`src/rtl/oc_pkg.sv`:
```
package oc_pkg;
  typedef enum logic [1:0] {
    ACT_NONE   = 2'b00,
    ACT_TOGGLE = 2'b01,
    ACT_LOW    = 2'b10,
    ACT_HIGH   = 2'b11
  } oc_act_e;
endpackage

```
`src/rtl/oc_match_unit.sv`:
```
module oc_match_unit #(
  parameter int CNT_W = 16
) (
  input  logic             clk,
  input  logic             rst_n,
  input  logic [CNT_W-1:0] tmr_count,
  input  logic             cmp_wr,
  input  logic [CNT_W-1:0] cmp_wr_data,
  input  logic             cmp_mode,
  output logic             match_pulse
);
  logic [CNT_W-1:0] cmp_q;
  logic             eq_now;
  logic             eq_prev;

  assign eq_now      = cmp_mode && (tmr_count == cmp_q);
  assign match_pulse = eq_now && !eq_prev;

  always_ff @(posedge clk or negedge rst_n) begin
    if (!rst_n) begin
      cmp_q   <= '0;
      eq_prev <= 1'b0;
    end else begin
      eq_prev <= eq_now;
      if (cmp_wr) cmp_q <= cmp_wr_data;
    end
  end

  // a pulse is never followed directly by another one
  p_single_pulse_r3: assert property (@(posedge clk) disable iff (!rst_n)
    match_pulse |=> !match_pulse);
endmodule

```
`src/rtl/oc_flag_unit.sv`:
```
module oc_flag_unit (
  input  logic clk,
  input  logic rst_n,
  input  logic set_evt,
  input  logic flag_wr,
  input  logic flag_wr_bit,
  input  logic cmp_wr,
  input  logic fast_clr,
  input  logic irq_en,
  output logic flag,
  output logic irq
);
  logic clr_evt;

  assign clr_evt = (flag_wr && flag_wr_bit) || (cmp_wr && fast_clr);
  assign irq     = flag && irq_en;

  always_ff @(posedge clk or negedge rst_n) begin
    if (!rst_n)       flag <= 1'b0;
    else if (set_evt) flag <= 1'b1;
    else if (clr_evt) flag <= 1'b0;
  end

  p_set_wins_r10: assert property (@(posedge clk) disable iff (!rst_n)
    set_evt |=> flag);
  p_w1c_r4: assert property (@(posedge clk) disable iff (!rst_n)
    (flag_wr && flag_wr_bit && !set_evt) |=> !flag);
  p_hold_r4: assert property (@(posedge clk) disable iff (!rst_n)
    (!set_evt && !flag_wr && !cmp_wr) |=> $stable(flag));
endmodule

```
`src/rtl/oc_pin_unit.sv`:
```
module oc_pin_unit
  import oc_pkg::*;
(
  input  logic       clk,
  input  logic       rst_n,
  input  logic       fire,
  input  logic [1:0] act_code,
  input  logic       cmp_mode,
  input  logic       gp_data,
  output logic       pin_out
);
  oc_act_e act;
  logic    pin_q;
  logic    pin_d;

  assign act = oc_act_e'(act_code);

  always_comb begin
    pin_d = pin_q;
    if (fire) begin
      unique case (act)
        ACT_TOGGLE: pin_d = !pin_q;
        ACT_LOW:    pin_d = 1'b0;
        ACT_HIGH:   pin_d = 1'b1;
        default:    pin_d = pin_q;
      endcase
    end
  end

  always_ff @(posedge clk or negedge rst_n) begin
    if (!rst_n) pin_q <= 1'b0;
    else        pin_q <= pin_d;
  end

  assign pin_out = (cmp_mode && act != ACT_NONE) ? pin_q : gp_data;

  // stored level only moves on an event with an active code
  p_pin_kept_r11: assert property (@(posedge clk) disable iff (!rst_n)
    (!fire || act == ACT_NONE) |=> $stable(pin_q));
  p_drive_high_r1: assert property (@(posedge clk) disable iff (!rst_n)
    (fire && act == ACT_HIGH) |=> pin_q);
endmodule

```
`src/rtl/oc_channel.sv`:
```
module oc_channel #(
  parameter int CNT_W = 16
) (
  input  logic             clk,
  input  logic             rst_n,
  input  logic [CNT_W-1:0] tmr_count,
  input  logic             cmp_wr,
  input  logic [CNT_W-1:0] cmp_wr_data,
  input  logic             cmp_mode,
  input  logic [1:0]       act_code,
  input  logic             irq_en,
  input  logic             flag_wr,
  input  logic             flag_wr_bit,
  input  logic             fast_clr,
  input  logic             force_cmp,
  input  logic             gp_data,
  output logic             match_pulse,
  output logic             flag,
  output logic             irq,
  output logic             pin_out
);
  logic fire;

  oc_match_unit #(.CNT_W(CNT_W)) u_match (
    .clk(clk), .rst_n(rst_n), .tmr_count(tmr_count), .cmp_wr(cmp_wr),
    .cmp_wr_data(cmp_wr_data), .cmp_mode(cmp_mode), .match_pulse(match_pulse)
  );

  oc_flag_unit u_flag (
    .clk(clk), .rst_n(rst_n), .set_evt(match_pulse), .flag_wr(flag_wr),
    .flag_wr_bit(flag_wr_bit), .cmp_wr(cmp_wr), .fast_clr(fast_clr),
    .irq_en(irq_en), .flag(flag), .irq(irq)
  );

  assign fire = match_pulse || (force_cmp && cmp_mode);

  oc_pin_unit u_pin (
    .clk(clk), .rst_n(rst_n), .fire(fire), .act_code(act_code),
    .cmp_mode(cmp_mode), .gp_data(gp_data), .pin_out(pin_out)
  );

  p_irq_needs_flag_r6: assert property (@(posedge clk) disable iff (!rst_n)
    irq |-> (flag && irq_en));
  p_off_no_match_r8: assert property (@(posedge clk) disable iff (!rst_n)
    !cmp_mode |-> !match_pulse);
  p_force_no_flag_r7: assert property (@(posedge clk) disable iff (!rst_n)
    (!flag && !match_pulse) |=> !flag);
endmodule

```
`config.mk`:
```
export PLATFORM = sky130hd
export DESIGN_NAME = oc_channel
export DESIGN_NICKNAME = d
export VERILOG_FILES = /design/src/rtl/oc_pkg.sv /design/src/rtl/oc_match_unit.sv /design/src/rtl/oc_flag_unit.sv /design/src/rtl/oc_pin_unit.sv /design/src/rtl/oc_channel.sv
export SDC_FILE = /design/constraint.sdc
export NUM_CORES = 1
export LEC_CHECK = 0
export BUFFER_PORTS_ARGS = -buffer_cell sky130_fd_sc_hd__buf_4
export CAP_MARGIN = 20
export CELL_PAD_IN_SITES_DETAIL_PLACEMENT = 1
export CELL_PAD_IN_SITES_GLOBAL_PLACEMENT = 1
export CORE_MARGIN = 5
export CORE_UTILIZATION = 35
export CTS_BUF_LIST = sky130_fd_sc_hd__clkbuf_8
export CTS_CLUSTER_DIAMETER = 60
export CTS_CLUSTER_SIZE = 20
export DETAILED_ROUTE_END_ITERATION = 7
export GPL_ROUTABILITY_DRIVEN = 0
export PLACE_DENSITY = 0.84
export SYNTH_ARGS = -nofsm -noshare
export SYNTH_HDL_FRONTEND = slang
export SYNTH_HIERARCHICAL = 1
export SYNTH_SLANG_ARGS = --single-unit
```
`constraint.sdc`:
```
create_clock -name clk -period 2.2 [get_ports clk]
set_clock_uncertainty 0.15 [all_clocks]
set_input_delay 0.44 -clock clk [delete_from_list [all_inputs] [get_ports clk]]
set_output_delay 0.44 -clock clk [all_outputs]
set_load 0.01 [all_outputs]
```
# [After elaboration in Yosys (flattened, before gate mapping)]
# Cells that the tools add are included.
[totals] output_inout_bits=4 reg_bits=19 input_bits=44
[classes] eq_ne=4 reduce_logical=15 muxes=4
[ops] cell="$eq A16 B16 Y1" count=1
[ops] cell="$logic_and A1 B1 Y1" count=7
[ops] cell="$eq A2 B2 Y1 const B" count=2
[ops] cell="$reduce_bool A2 Y1" count=2
[ops] cell="$mux W1" count=3
[ops] cell="$pmux W1 S3" count=1
[ops] cell="$reduce_bool A3 Y1" count=1
[ops] cell="$eq A2 B1 Y1 const B" count=1
[ops] cell="$logic_not A1 Y1" count=2
[ops] cell="$logic_or A1 B1 Y1" count=2
[ops] cell="$reduce_and A2 Y1" count=1

# [Longest topological paths before layout]
# Gate-level depths: netlist (run 1).
[logic_depth] ltp_word=5 mapped_depth=7 depth_no_buf=7

# [Modules after synthesis]
# Netlist (run 1), hierarchy kept.
[modules_own_cells] module="oc_match_unit" instances=1 cells_each=58 area_per_inst_um2=804.5
[modules_own_cells] module="oc_pin_unit" instances=1 cells_each=6 area_per_inst_um2=66.3
[modules_own_cells] module="oc_flag_unit" instances=1 cells_each=4 area_per_inst_um2=46.3
[modules_own_cells] module="oc_channel" instances=1 cells_each=1 area_per_inst_um2=7.5

# [Worst setup path before layout (run 1)]
# No wires, ideal clock.
[synth_timing] path_type="in2reg" from="input port tmr_count[9]" to="register u_pin.pin_q" n_path_buf=0 required_time_ns=1.929 t_arrival_ns=1.841 cell_stages=7 setup_slack_ns=0.088 setup_time_ns=0.121 cell_sequence="xnor2_1 nand4_1 or4_4 nor3_2 a21o_1 o21ai_0 a22o_1"
[synth_between] elab_chain_len=5
[synth_lines] element="from (decl)" line_no="oc_channel.sv:6" rtl="input logic [CNT_W-1:0] tmr_count,"
[synth_lines] element="$eq A16 B16 Y1" line_no="oc_match_unit.sv:16" rtl="assign eq_now = cmp_mode && (tmr_count == cmp_q);"
[synth_lines] element="$logic_and A1 B1 Y1" line_no="oc_match_unit.sv:16"
[synth_lines] element="$logic_and A1 B1 Y1" line_no="oc_match_unit.sv:17" rtl="assign match_pulse = eq_now && !eq_prev;"
[synth_lines] element="net match_pulse" line_no="oc_channel.sv:17" rtl="output logic match_pulse,"
[synth_lines] element="$logic_or A1 B1 Y1" line_no="oc_channel.sv:35" rtl="assign fire = match_pulse || (force_cmp && cmp_mode);"
[synth_lines] element="net fire" line_no="oc_channel.sv:22" rtl="logic fire;"
[synth_lines] element="$reduce_and A2 Y1 (no line)"
[synth_lines] element="to (signal assigned)" line_no="oc_pin_unit.sv:32" rtl="else pin_q <= pin_d;"
[synth_lines] element="to (decl)" line_no="oc_pin_unit.sv:13" rtl="logic pin_q;"
# The timed path passes the listed nets, and every way through them passes these cells.
# A chain may end at the register's enable or synchronous reset.

# [Worst setup path after layout (run 1)]
[layout_timing] from="register u_match.cmp_q[7]" to="output port match_pulse"
[layout_between] elab_chain_len=3
[layout_lines] element="from (decl)" line_no="oc_match_unit.sv:12" rtl="logic [CNT_W-1:0] cmp_q;"
[layout_lines] element="from (signal assigned)" line_no="oc_match_unit.sv:25" rtl="if (cmp_wr) cmp_q <= cmp_wr_data;"
[layout_lines] element="$eq A16 B16 Y1" line_no="oc_match_unit.sv:16"
[layout_lines] element="$logic_and A1 B1 Y1" line_no="oc_match_unit.sv:16"
[layout_lines] element="$logic_and A1 B1 Y1" line_no="oc_match_unit.sv:17"
[layout_lines] element="to (decl)" line_no="oc_channel.sv:17"
# No other way between the ends.

==> flow_summary_export.csv, run 1 <==
group,metric,value,unit
setup_path,crit_path_end,"match_pulse",
setup_path,start_kind,"flop",
sta,rsz0062_at_grt,"yes",
sta,slew_headroom,0.8362,
setup_path,arrival,1.77,ns
floorplanning,die_w,61.40,um
setup_path,path_class,"flop to output port",
sta,setup_viol,2,
worst_hold_path,hold_depth,2,
worst_hold_path,hold_path_class,"input pin to flop",
synthesis,synth_seq_area_share,0.5142,
sta,finalHoldViolCount,0,
global_routing,grtUsageTotal,0.1455,
sta,fmax,423.3,MHz
finish,nNetsFinal,168,
place,io_buffer_count,47,
sta,fin_crit_sh,1.074,
synthesis,yosys.area_share.adder,0,
floorplanning,row_count,18,
synthesis,ys_ff_latch,19,
setup_path,crit_slowest_cell,"or4_4",
place,pre_cts_ws,-0.1509,ns
setup_path,crit_start,"u_match/cmp_q[7]",
routing,drt_iter0_drc,2,
global_routing,grt_max_degree,20,
synthesis,syn_area,924.6,um2
power_and_ir_drop,powerDensity,581.9,nW/um2
sta,worst_slew_pin_slew,0.2457,ns
routing,via_per_inst,4.856,
cts,cts.sinks,19,
cts,h-tree-depth,1,
sta,slew_violations,0,
routing,drc,0,
global_routing,grt_pass1_vias,859,
routing,routed_wl,2.450,mm
global_routing,overflow,0,
routing,first_pass_iters,2,
cts,cts_tree,"built",
sta,timing.hold.ws,0.2533,ns
routing,ant_nets,0,
cts,clk-insertion-delay-late,0.25,ns
finish,syn_to_final_growth,51.96,%
cts,cts-root-buf,"clkbuf_8",
run_status,status,"finished with violations",
routing,routedWlPerCell,16.01,um
worst_hold_path,hp-start,"cmp_wr_data[13]",
synthesis,yosysWarnings,6,
routing,vias,743,
floorplanning,die_area,3770,um2
run_status,violations,"negative setup slack",
setup_path,endpoint_kind,"output port",
cts,cts_max_path_buffers,2,
global_routing,antenna_found_initial,0,
setup_path,crit_fanout,2,
sta,setup_ws,-0.1622,ns
synthesis,synth_mux_area_frac,0.2192,
power_and_ir_drop,peakVddDrop,0.3997,mV
setup_path,worst_path_largest_cell_delay,0.56,ns
sta,fin_crit,2.362,ns
floorplanning,io_pins,48,
sta,final.setup.tns,-0.1816,ns
synthesis,synth_top_family_by_area,"multiplexers",
setup_path,worst-r2r-setup-slack,-0.02,ns
finish,drive_above_1_share,0.5610,
setup_path,reg2reg_to,"u_pin/pin_q",
synthesis,synth-compound-area-share,0.04465,
cts,clk_pin_slew,0.07,ns
cts,cts_buffers,3,
synthesis,synth_xor_area_frac,0.1516,
setup_path,crit_chain,"xnor2_1 > nand4_1 > or4_4 > nor3_4 > buf_6",
synthesis,postSynthAreaPerCell,13.40,um2
synthesis,yosys.area_share.simple,0.06089,
floorplanning,initial_core_util,0.3699,
finish,final.fill_count,288,
finish,num_antenna_cells,0,
setup_path,rr_worst_depth,9,
synthesis,synth_nets,113,
floorplanning,fp.dieH,61.40,um
power_and_ir_drop,p_leak,0.6618,nW
global_routing,grt_pass1_wl,3.919,mm
place,dpl.hpwl,1.974,mm
floorplanning,core,2500,um2
setup_path,worstPathRequired,1.61,ns
synthesis,ys_types,18,
synthesis,syn_inst,69,
run,max-cap-violations,0,
setup_path,r2r-start,"u_match/cmp_q[7]",
==> cells in the mapped netlist (all sizes together) <==
cell	instances	share of area
nor3	1	0.011
o21ai	2	0.011
a21o	2	0.016
buf	1	0.0054
xor2	6	0.057
mux2	18	0.22
a22o	1	0.0095
nand4	3	0.020
clkbuf	1	0.0041
xnor2	10	0.095
nor2	1	0.0041
and2	1	0.0068
a22oi	1	0.0081
nor4	1	0.0068
or4	1	0.012
dfrtp	19	0.51
==> sequential cells by signal, indices dropped and copies added (netlist names) <==
register / count
u_flag/flag: 1
u_match/cmp_q: 16
u_match/eq_prev: 1
u_pin/pin_q: 1
==> metal layers <==
metal,vias to the layer above,wire [um],track usage,share of wire
li1,353,-,-,-
met1,363,861,0.1545,0.35
met2,25,1396,0.2749,0.57
met3,2,174,0.04193,0.071
met4,0,17,0.04545,0.0069
met5,-,0,0,0
==> layout make-up <==
type / count / area [um2] / area share
multi-input combinational: 48 / 446.7 / 0.3179
clock inverter: 1 / 3.754 / 0.002671
tap: 30 / 37.54 / 0.02671
timing repair buffer: 52 / 400.4 / 0.2850
sequential: 19 / 475.5 / 0.3384
clock buffer: 3 / 41.29 / 0.02939
==> cells in the final DEF (no fill, tap or decap) <==
| master | netlist | routed |
|---|---|---|
| nor4_1 | 1 | 1 |
| buf_6 | 0 | 2 |
| xnor2_1 | 10 | 10 |
| nor2_1 | 1 | 1 |
| or4_4 | 1 | 1 |
| dfrtp_1 | 19 | 19 |
| dlygate4sd3_1 | 0 | 1 |
| nor3_4 | 0 | 1 |
| a21o_1 | 2 | 2 |
| clkbuf_8 | 0 | 3 |
| buf_4 | 0 | 49 |
| mux2_1 | 5 | 5 |
| xor2_1 | 6 | 6 |
| mux2_2 | 13 | 13 |
| a22oi_1 | 1 | 1 |
| o21ai_1 | 1 | 2 |
| and2_1 | 1 | 1 |
| inv_1 | 0 | 1 |
| nand4_1 | 3 | 3 |
| a22o_1 | 1 | 1 |
==> how the worst min path moves through the flow <==
stage | endpoint | slack [ns]
6_report | u_match/cmp_q[13] | 0.25
2_1_floorplan | u_flag/flag | -0.006
3_5_place_dp | u_match/cmp_q[10] | 0.18
5_1_grt | u_match/cmp_q[13] | 0.24
3_3_place_gp | u_match/cmp_q[10] | 0.18
4_1_cts | u_match/cmp_q[13] | 0.25
==> worst max-delay path: cells and delay by family, from the launching register on <==
| kind | cells | cell delay, ns |
|---|---|---|
| XOR/XNOR | 1 | 0.17 |
| buffers and inverters | 1 | 0.13 |
| flip-flops | 1 | 0.39 |
| AND/OR/NAND/NOR | 3 | 0.82 |
==> kinds of logic (layout without fill, tap and decap cells) <==
logic type                after synthesis  after routing
buffers and inverters                   2             56
DFF                                    19             19
xor gates and xnor gates               16             16
AOI/OAI and AO/OA                       6              6
and+or+nand+nor                         8              8
muxes                                  18             18
==> where the power goes <==
part | switching [W] | leakage (nW) | internal, W | total, W
Sequential | 0.0000241 | 0.226 | 0.000383 | 0.000407
Combinational | 0.0000600 | 0.408 | 0.000114 | 0.000174
Clock | 0.000112 | 0.0269 | 0.000124 | 0.000236
==> metrics by stage <==
step,std cells,util,power [W],instance area (um2)
after floorplan,69,-,0.0004908,924.6
after global routing,153,0.5621,0.0008659,1405
final,153,0.5621,0.0008176,1405
after global placement,145,0.5255,0.0005721,1314
after CTS,152,0.5576,0.0008301,1394
after detailed placement,145,0.5255,0.0005855,1314
==> timing repair <==
action | CTS | global route
hold endpoints to repair | 19 | 0
pin swaps | 10 | 1
hold buffers | 1 | 0
resized for setup | 3 | 1
setup buffers | 2 | 1
endpoints found under the setup margin | 1 | 2
Note: power is estimated with default switching activity, not from simulation.
==> inputs of run 2 (changes only) <==
- PLACE_DENSITY: 0.84 -> default
- PLACE_DENSITY_LB_ADDON: default -> 0.2
==> run 2 against run 1 <==
Against the previous run:
- the run still ends with negative setup slack left
- fmax decreased by 2.0%
- combinational power is essentially flat
- core utilization grew 0.60 points
- routed wire length decreased by 9.9%
- sequential share of layout area decreased by 0.36 points
- worst hold slack gained 0.015 ns
- cell area is 1.1% higher
- final cell count shrank 0.65%
- sequential cell count unchanged
- critical path depth is the same
- clock-buffer cell count unchanged
- critical path type unchanged
==> flow_summary_export.csv, run 2 (synthesis results as in run 1) <==
group,metric,value,unit
finish,mostFrequentLayoutCell,"buf_4",
power_and_ir_drop,p_sw_frac,0.2311,
finish,syn_to_final_growth,53.59,%
sta,fmax,414.9,MHz
finish,nNetsFinal,167,
routing,routedWlPerCell,14.53,um
setup_path,worst_path_largest_cell_delay,0.57,ns
worst_hold_path,hold_path_class,"input pin to flop",
power_and_ir_drop,p_leak,0.6757,nW
setup_path,crit_family,"simple AND/OR/NAND/NOR gates",
power_and_ir_drop,seqPwrFrac,0.501,
finish,fin_cells,152,
global_routing,overflow,0,
setup_path,path_class,"flop to output port",
setup_path,crit_fanout,2,
cts,cts_tree,"built",
power_and_ir_drop,clkPwrFrac,0.283,
sta,setup_viol,2,
global_routing,antenna_found_initial,0,
finish,post-route-util,0.5681,
run,max-cap-violations,0,
setup_path,arrival,1.82,ns
floorplanning,io_pins,48,
routing,drt_iter0_drc,15,
setup_path,start_kind,"flop",
setup_path,crit_slowest_cell,"or4_4",
routing,first_pass_iters,3,
sta,fin_crit_sh,1.095,
floorplanning,die_w,61.40,um
routing,ant_nets,0,
routing,routed_wl,2.208,mm
finish,top_register,"u_match/cmp_q",
finish,num_antenna_cells,0,
finish,regArea,475.5,um2
setup_path,worstPathRequired,1.61,ns
finish,multi_input_area,473.0,um2
global_routing,grt_max_degree,20,
floorplanning,row_count,18,
sta,rsz0062_at_grt,"yes",
global_routing,grtUsageTotal,0.1238,
routing,drc,0,
finish,largest_reg_flops,16,
sta,worst_slew_pin_slew,0.2511,ns
cts,cts_buffers,3,
floorplanning,core,2500,um2
place,io_buffer_count,47,
cts,cts-root-buf,"clkbuf_8",
finish,final.fill_count,286,
routing,via_per_inst,4.809,
cts,h-tree-depth,1,
sta,slew_headroom,0.8310,
cts,cts_max_path_buffers,2,
cts,clk_pin_slew,0.07,ns
power_and_ir_drop,power.internal,0.0006259,W
floorplanning,die_area,3770,um2
setup_path,critPathBufInv,1,
global_routing,grt_pass1_vias,807,
sta,finalHoldViolCount,0,
power_and_ir_drop,peakVddDrop,0.4514,mV
place,dp_cells,145,
run_status,status,"finished with violations",
finish,drive_above_1_share,0.5902,
power_and_ir_drop,powerDensity,573.3,nW/um2
floorplanning,fp.dieH,61.40,um
global_routing,grt_pass1_wl,3.436,mm
sta,fin_crit,2.410,ns
setup_path,crit_chain,"xnor2_2 > nand4_1 > or4_4 > nor3_4 > buf_6",
floorplanning,initial_core_util,0.3699,
setup_path,endpoint_kind,"output port",
routing,vias,731,
power_and_ir_drop,pwr-share-comb,0.216,
finish,layout_common_cells,"buf_4, dfrtp_1, mux2_2",
sta,slew_violations,0,
sta,setup_ws,-0.2100,ns
cts,cts.sinks,19,
run_status,violations,"negative setup slack",
cts,clk-insertion-delay-late,0.25,ns
power_and_ir_drop,switchingPower,0.0001882,W
[run 2: cell type report]
class | instances | area share
sequential | 19 | 0.3348
multi-input combinational | 48 | 0.3330
timing repair buffer | 51 | 0.2740
clock buffer | 3 | 0.02907
tap | 30 | 0.02643
clock inverter | 1 | 0.002643
[run 2: final timing paths]
kind / from / slack, ns / cells after the start / to
worst max register to register: u_match/cmp_q[6] / 0 / 8 / u_pin/pin_q
max in group asynchronous: rst_n / 1.25 / 2 / u_match/cmp_q[7]
min in group asynchronous: rst_n / 0.45 / 2 / u_match/cmp_q[13]
worst max-delay path: u_match/cmp_q[6] / -0.21 / 5 / match_pulse
worst min register to register: u_flag/flag / 0.36 / 1 / u_flag/flag
worst min-delay path: cmp_wr_data[11] / 0.27 / 2 / u_match/cmp_q[11]
[run 2: metal layers]
| layer | global-route usage | up-vias | share of wire |
|---|---|---|---|
| met2 | 0.2311 | 27 | 0.52 |
| met1 | 0.1401 | 352 | 0.37 |
| li1 | - | 350 | - |
| met3 | 0.02725 | 2 | 0.097 |
| met4 | 0.03636 | 0 | 0.0054 |
| met5 | 0 | - | 0 |
[run 2: power by group through the flow]
| stage | combinational (W) | clock (W) | sequential (W) |
|---|---|---|---|
| 6_report | 0.000176 | 0.000230 | 0.000408 |
| 2_1_floorplan | 0.0000834 | 0 | 0.000407 |
| 4_1_cts | 0.000170 | 0.000237 | 0.000407 |
| 5_1_grt | 0.000195 | 0.000251 | 0.000412 |
| 3_5_place_dp | 0.000167 | 0 | 0.000413 |
| 3_3_place_gp | 0.000164 | 0 | 0.000411 |
[run 2: through the flow]
| step | setup TNS (ns) | setup slack, ns | hold slack [ns] | total power [W] | instance area, um2 |
|---|---|---|---|---|---|
| 6_report | -0.2149 | -0.2100 | 0.2686 | 0.0008141 | 1420 |
| 5_1_grt | -0.4738 | -0.3212 | 0.2671 | 0.0008575 | 1420 |
| 4_1_cts | -0.2088 | -0.2088 | 0.2654 | 0.0008140 | 1379 |
| 3_5_place_dp | -0.1885 | -0.1187 | 0.1798 | 0.0005808 | 1314 |
| 3_3_place_gp | -0.2090 | -0.1395 | 0.1814 | 0.0005743 | 1314 |
| 2_1_floorplan | 0 | 0.08773 | -0.005591 | 0.0004908 | 924.6 |
[run 2: repair_timing]
action                                  in CTS  in global routing
hold buffers                                 1                  0
buffers inserted                             0                  2
gates resized for setup                      2                  5
endpoints found under the hold margin       19                  0
pin swaps                                    0                  9
endpoints found under the setup margin       1                  2
==> inputs of run 3 (changes only) <==
- CELL_PAD_IN_SITES_DETAIL_PLACEMENT: 1 -> 0
==> run 3 against run 2 <==
Against the previous run:
- first-iteration DRC count down 80%
- sequential share of layout area rose by 0.72 points
- the flow still finishes with violations (negative setup slack)
- total power shrank 1.3%
- largest power group unchanged
- highest routed layer unchanged
- routed wire length fell by 5.6%
==> flow_summary_export.csv, run 3 (synthesis results as in run 1) <==
group,metric,value,unit
global_routing,grt_pass1_vias,790,
floorplanning,fp.dieH,61.40,um
power_and_ir_drop,pwr-share-comb,0.209,
finish,layout_common_cells,"buf_4, dfrtp_1, mux2_2",
setup_path,endpoint_kind,"output port",
global_routing,grt_pass1_wl,3.325,mm
setup_path,arrival,1.77,ns
sta,fin_crit,2.357,ns
sta,setup_ws,-0.1570,ns
floorplanning,io_pins,48,
finish,drive_above_1_share,0.5620,
sta,slew_headroom,0.8222,
setup_path,crit_fanout,2,
routing,via_per_inst,4.742,
run_status,status,"finished with violations",
power_and_ir_drop,clkPwrFrac,0.286,
power_and_ir_drop,power.internal,0.0006192,W
finish,num_antenna_cells,0,
floorplanning,die_area,3770,um2
finish,regArea,475.5,um2
place,io_buffer_count,47,
finish,final_cell_area,1390,um2
floorplanning,core,2500,um2
finish,final.fill_count,228,
cts,clk-insertion-delay-late,0.25,ns
routing,ant_nets,0,
run_status,violations,"negative setup slack",
cts,cts_max_path_buffers,2,
power_and_ir_drop,switchingPower,0.0001844,W
setup_path,worstPathRequired,1.61,ns
global_routing,overflow,0,
setup_path,crit_chain,"xnor2_1 > nand4_1 > or4_4 > nor3_4 > buf_6",
power_and_ir_drop,seqPwrFrac,0.505,
cts,cts_buffers,3,
place,placed_area,1314,um2
power_and_ir_drop,powerDensity,578.1,nW/um2
sta,finalHoldViolCount,0,
routing,vias,716,
sta,setup_viol,1,
global_routing,grtUsageTotal,0.1223,
cts,h-tree-depth,1,
finish,multi_input_area,450.4,um2
cts,cts.sinks,19,
routing,routedWlPerCell,13.81,um
cts,clk_pin_slew,0.07,ns
global_routing,grt_max_degree,20,
finish,syn_to_final_growth,50.34,%
sta,rsz0062_at_grt,"yes",
setup_path,start_kind,"flop",
place,pre_cts_ws,-0.1228,ns
finish,largest_reg_flops,16,
floorplanning,row_count,18,
power_and_ir_drop,p_sw_frac,0.2295,
setup_path,path_class,"flop to output port",
routing,drc,0,
sta,slew_violations,0,
sta,worst_slew_pin_slew,0.2643,ns
run,max-cap-violations,0,
sta,final.setup.tns,-0.1570,ns
cts,cts-root-buf,"clkbuf_8",
sta,fin_crit_sh,1.071,
power_and_ir_drop,peakVddDrop,0.4039,mV
finish,nNetsFinal,166,
finish,mostFrequentLayoutCell,"buf_4",
sta,timing.hold.ws,0.2608,ns
floorplanning,die_w,61.40,um
worst_hold_path,hold_path_class,"input pin to flop",
routing,first_pass_iters,2,
setup_path,crit_slowest_cell,"or4_4",
sta,fmax,424.3,MHz
power_and_ir_drop,p_leak,0.6502,nW
global_routing,antenna_found_initial,0,
routing,routed_wl,2.085,mm
finish,top_register,"u_match/cmp_q",
floorplanning,initial_core_util,0.3699,
setup_path,worst_path_largest_cell_delay,0.57,ns
power_and_ir_drop,total_power,0.0008036,W
cts,cts_tree,"built",
routing,drt_iter0_drc,3,
[run 3: worst paths after layout]
check,from,to,slack [ns],depth (start not counted)
hold / removal,cmp_wr_data[13],u_match/cmp_q[13],0.26,2
max in group asynchronous,rst_n,u_match/cmp_q[4],1.24,2
setup reg to reg,u_match/cmp_q[10],u_pin/pin_q,0.04,8
min in group asynchronous,rst_n,u_match/cmp_q[13],0.46,2
setup / recovery,u_match/cmp_q[10],match_pulse,-0.16,5
hold reg to reg,u_flag/flag,u_flag/flag,0.34,1
[run 3: power by group through the flow]
stage	registers, W	clock network [W]	logic [W]
after global placement	0.000411	0	0.000164
after detailed placement	0.000413	0	0.000168
after floorplan	0.000407	0	0.0000834
after global routing	0.000410	0.000260	0.000187
final	0.000406	0.000230	0.000168
after CTS	0.000406	0.000242	0.000170
[run 3: final cells by class]
class	instances	area share
clock buffer	3	0.02970
clock inverter	1	0.002700
multi-input combinational	48	0.3240
sequential	19	0.3420
tap	30	0.02700
timing repair buffer	50	0.2745
[run 3: metal layers]
layer | track usage | wire, um
met1 | 0.1408 | 791
met2 | 0.2115 | 1074
met3 | 0.03354 | 207
met4 | 0.05455 | 12
met5 | 0 | 0
[run 3: what timing repair did]
item,CTS,global route
resized for setup,2,2
buffers inserted,0,2
hold buffers,1,0
setup endpoints to repair,1,2
endpoints found under the hold margin,19,0
pin swaps,0,1
[run 3: critical path, delay by kind of cell (launching register included)]
family	cells	cell delay, ns
simple gates	3	0.83
flops	1	0.39
xor+xnor	1	0.16
buf+inv	1	0.13
[run 3: through the flow]
stage,util,cells
floorplan,-,69
global placement,0.5255,145
detailed placement,0.5255,145
CTS,0.5516,150
global route,0.5561,151
finish,0.5561,151
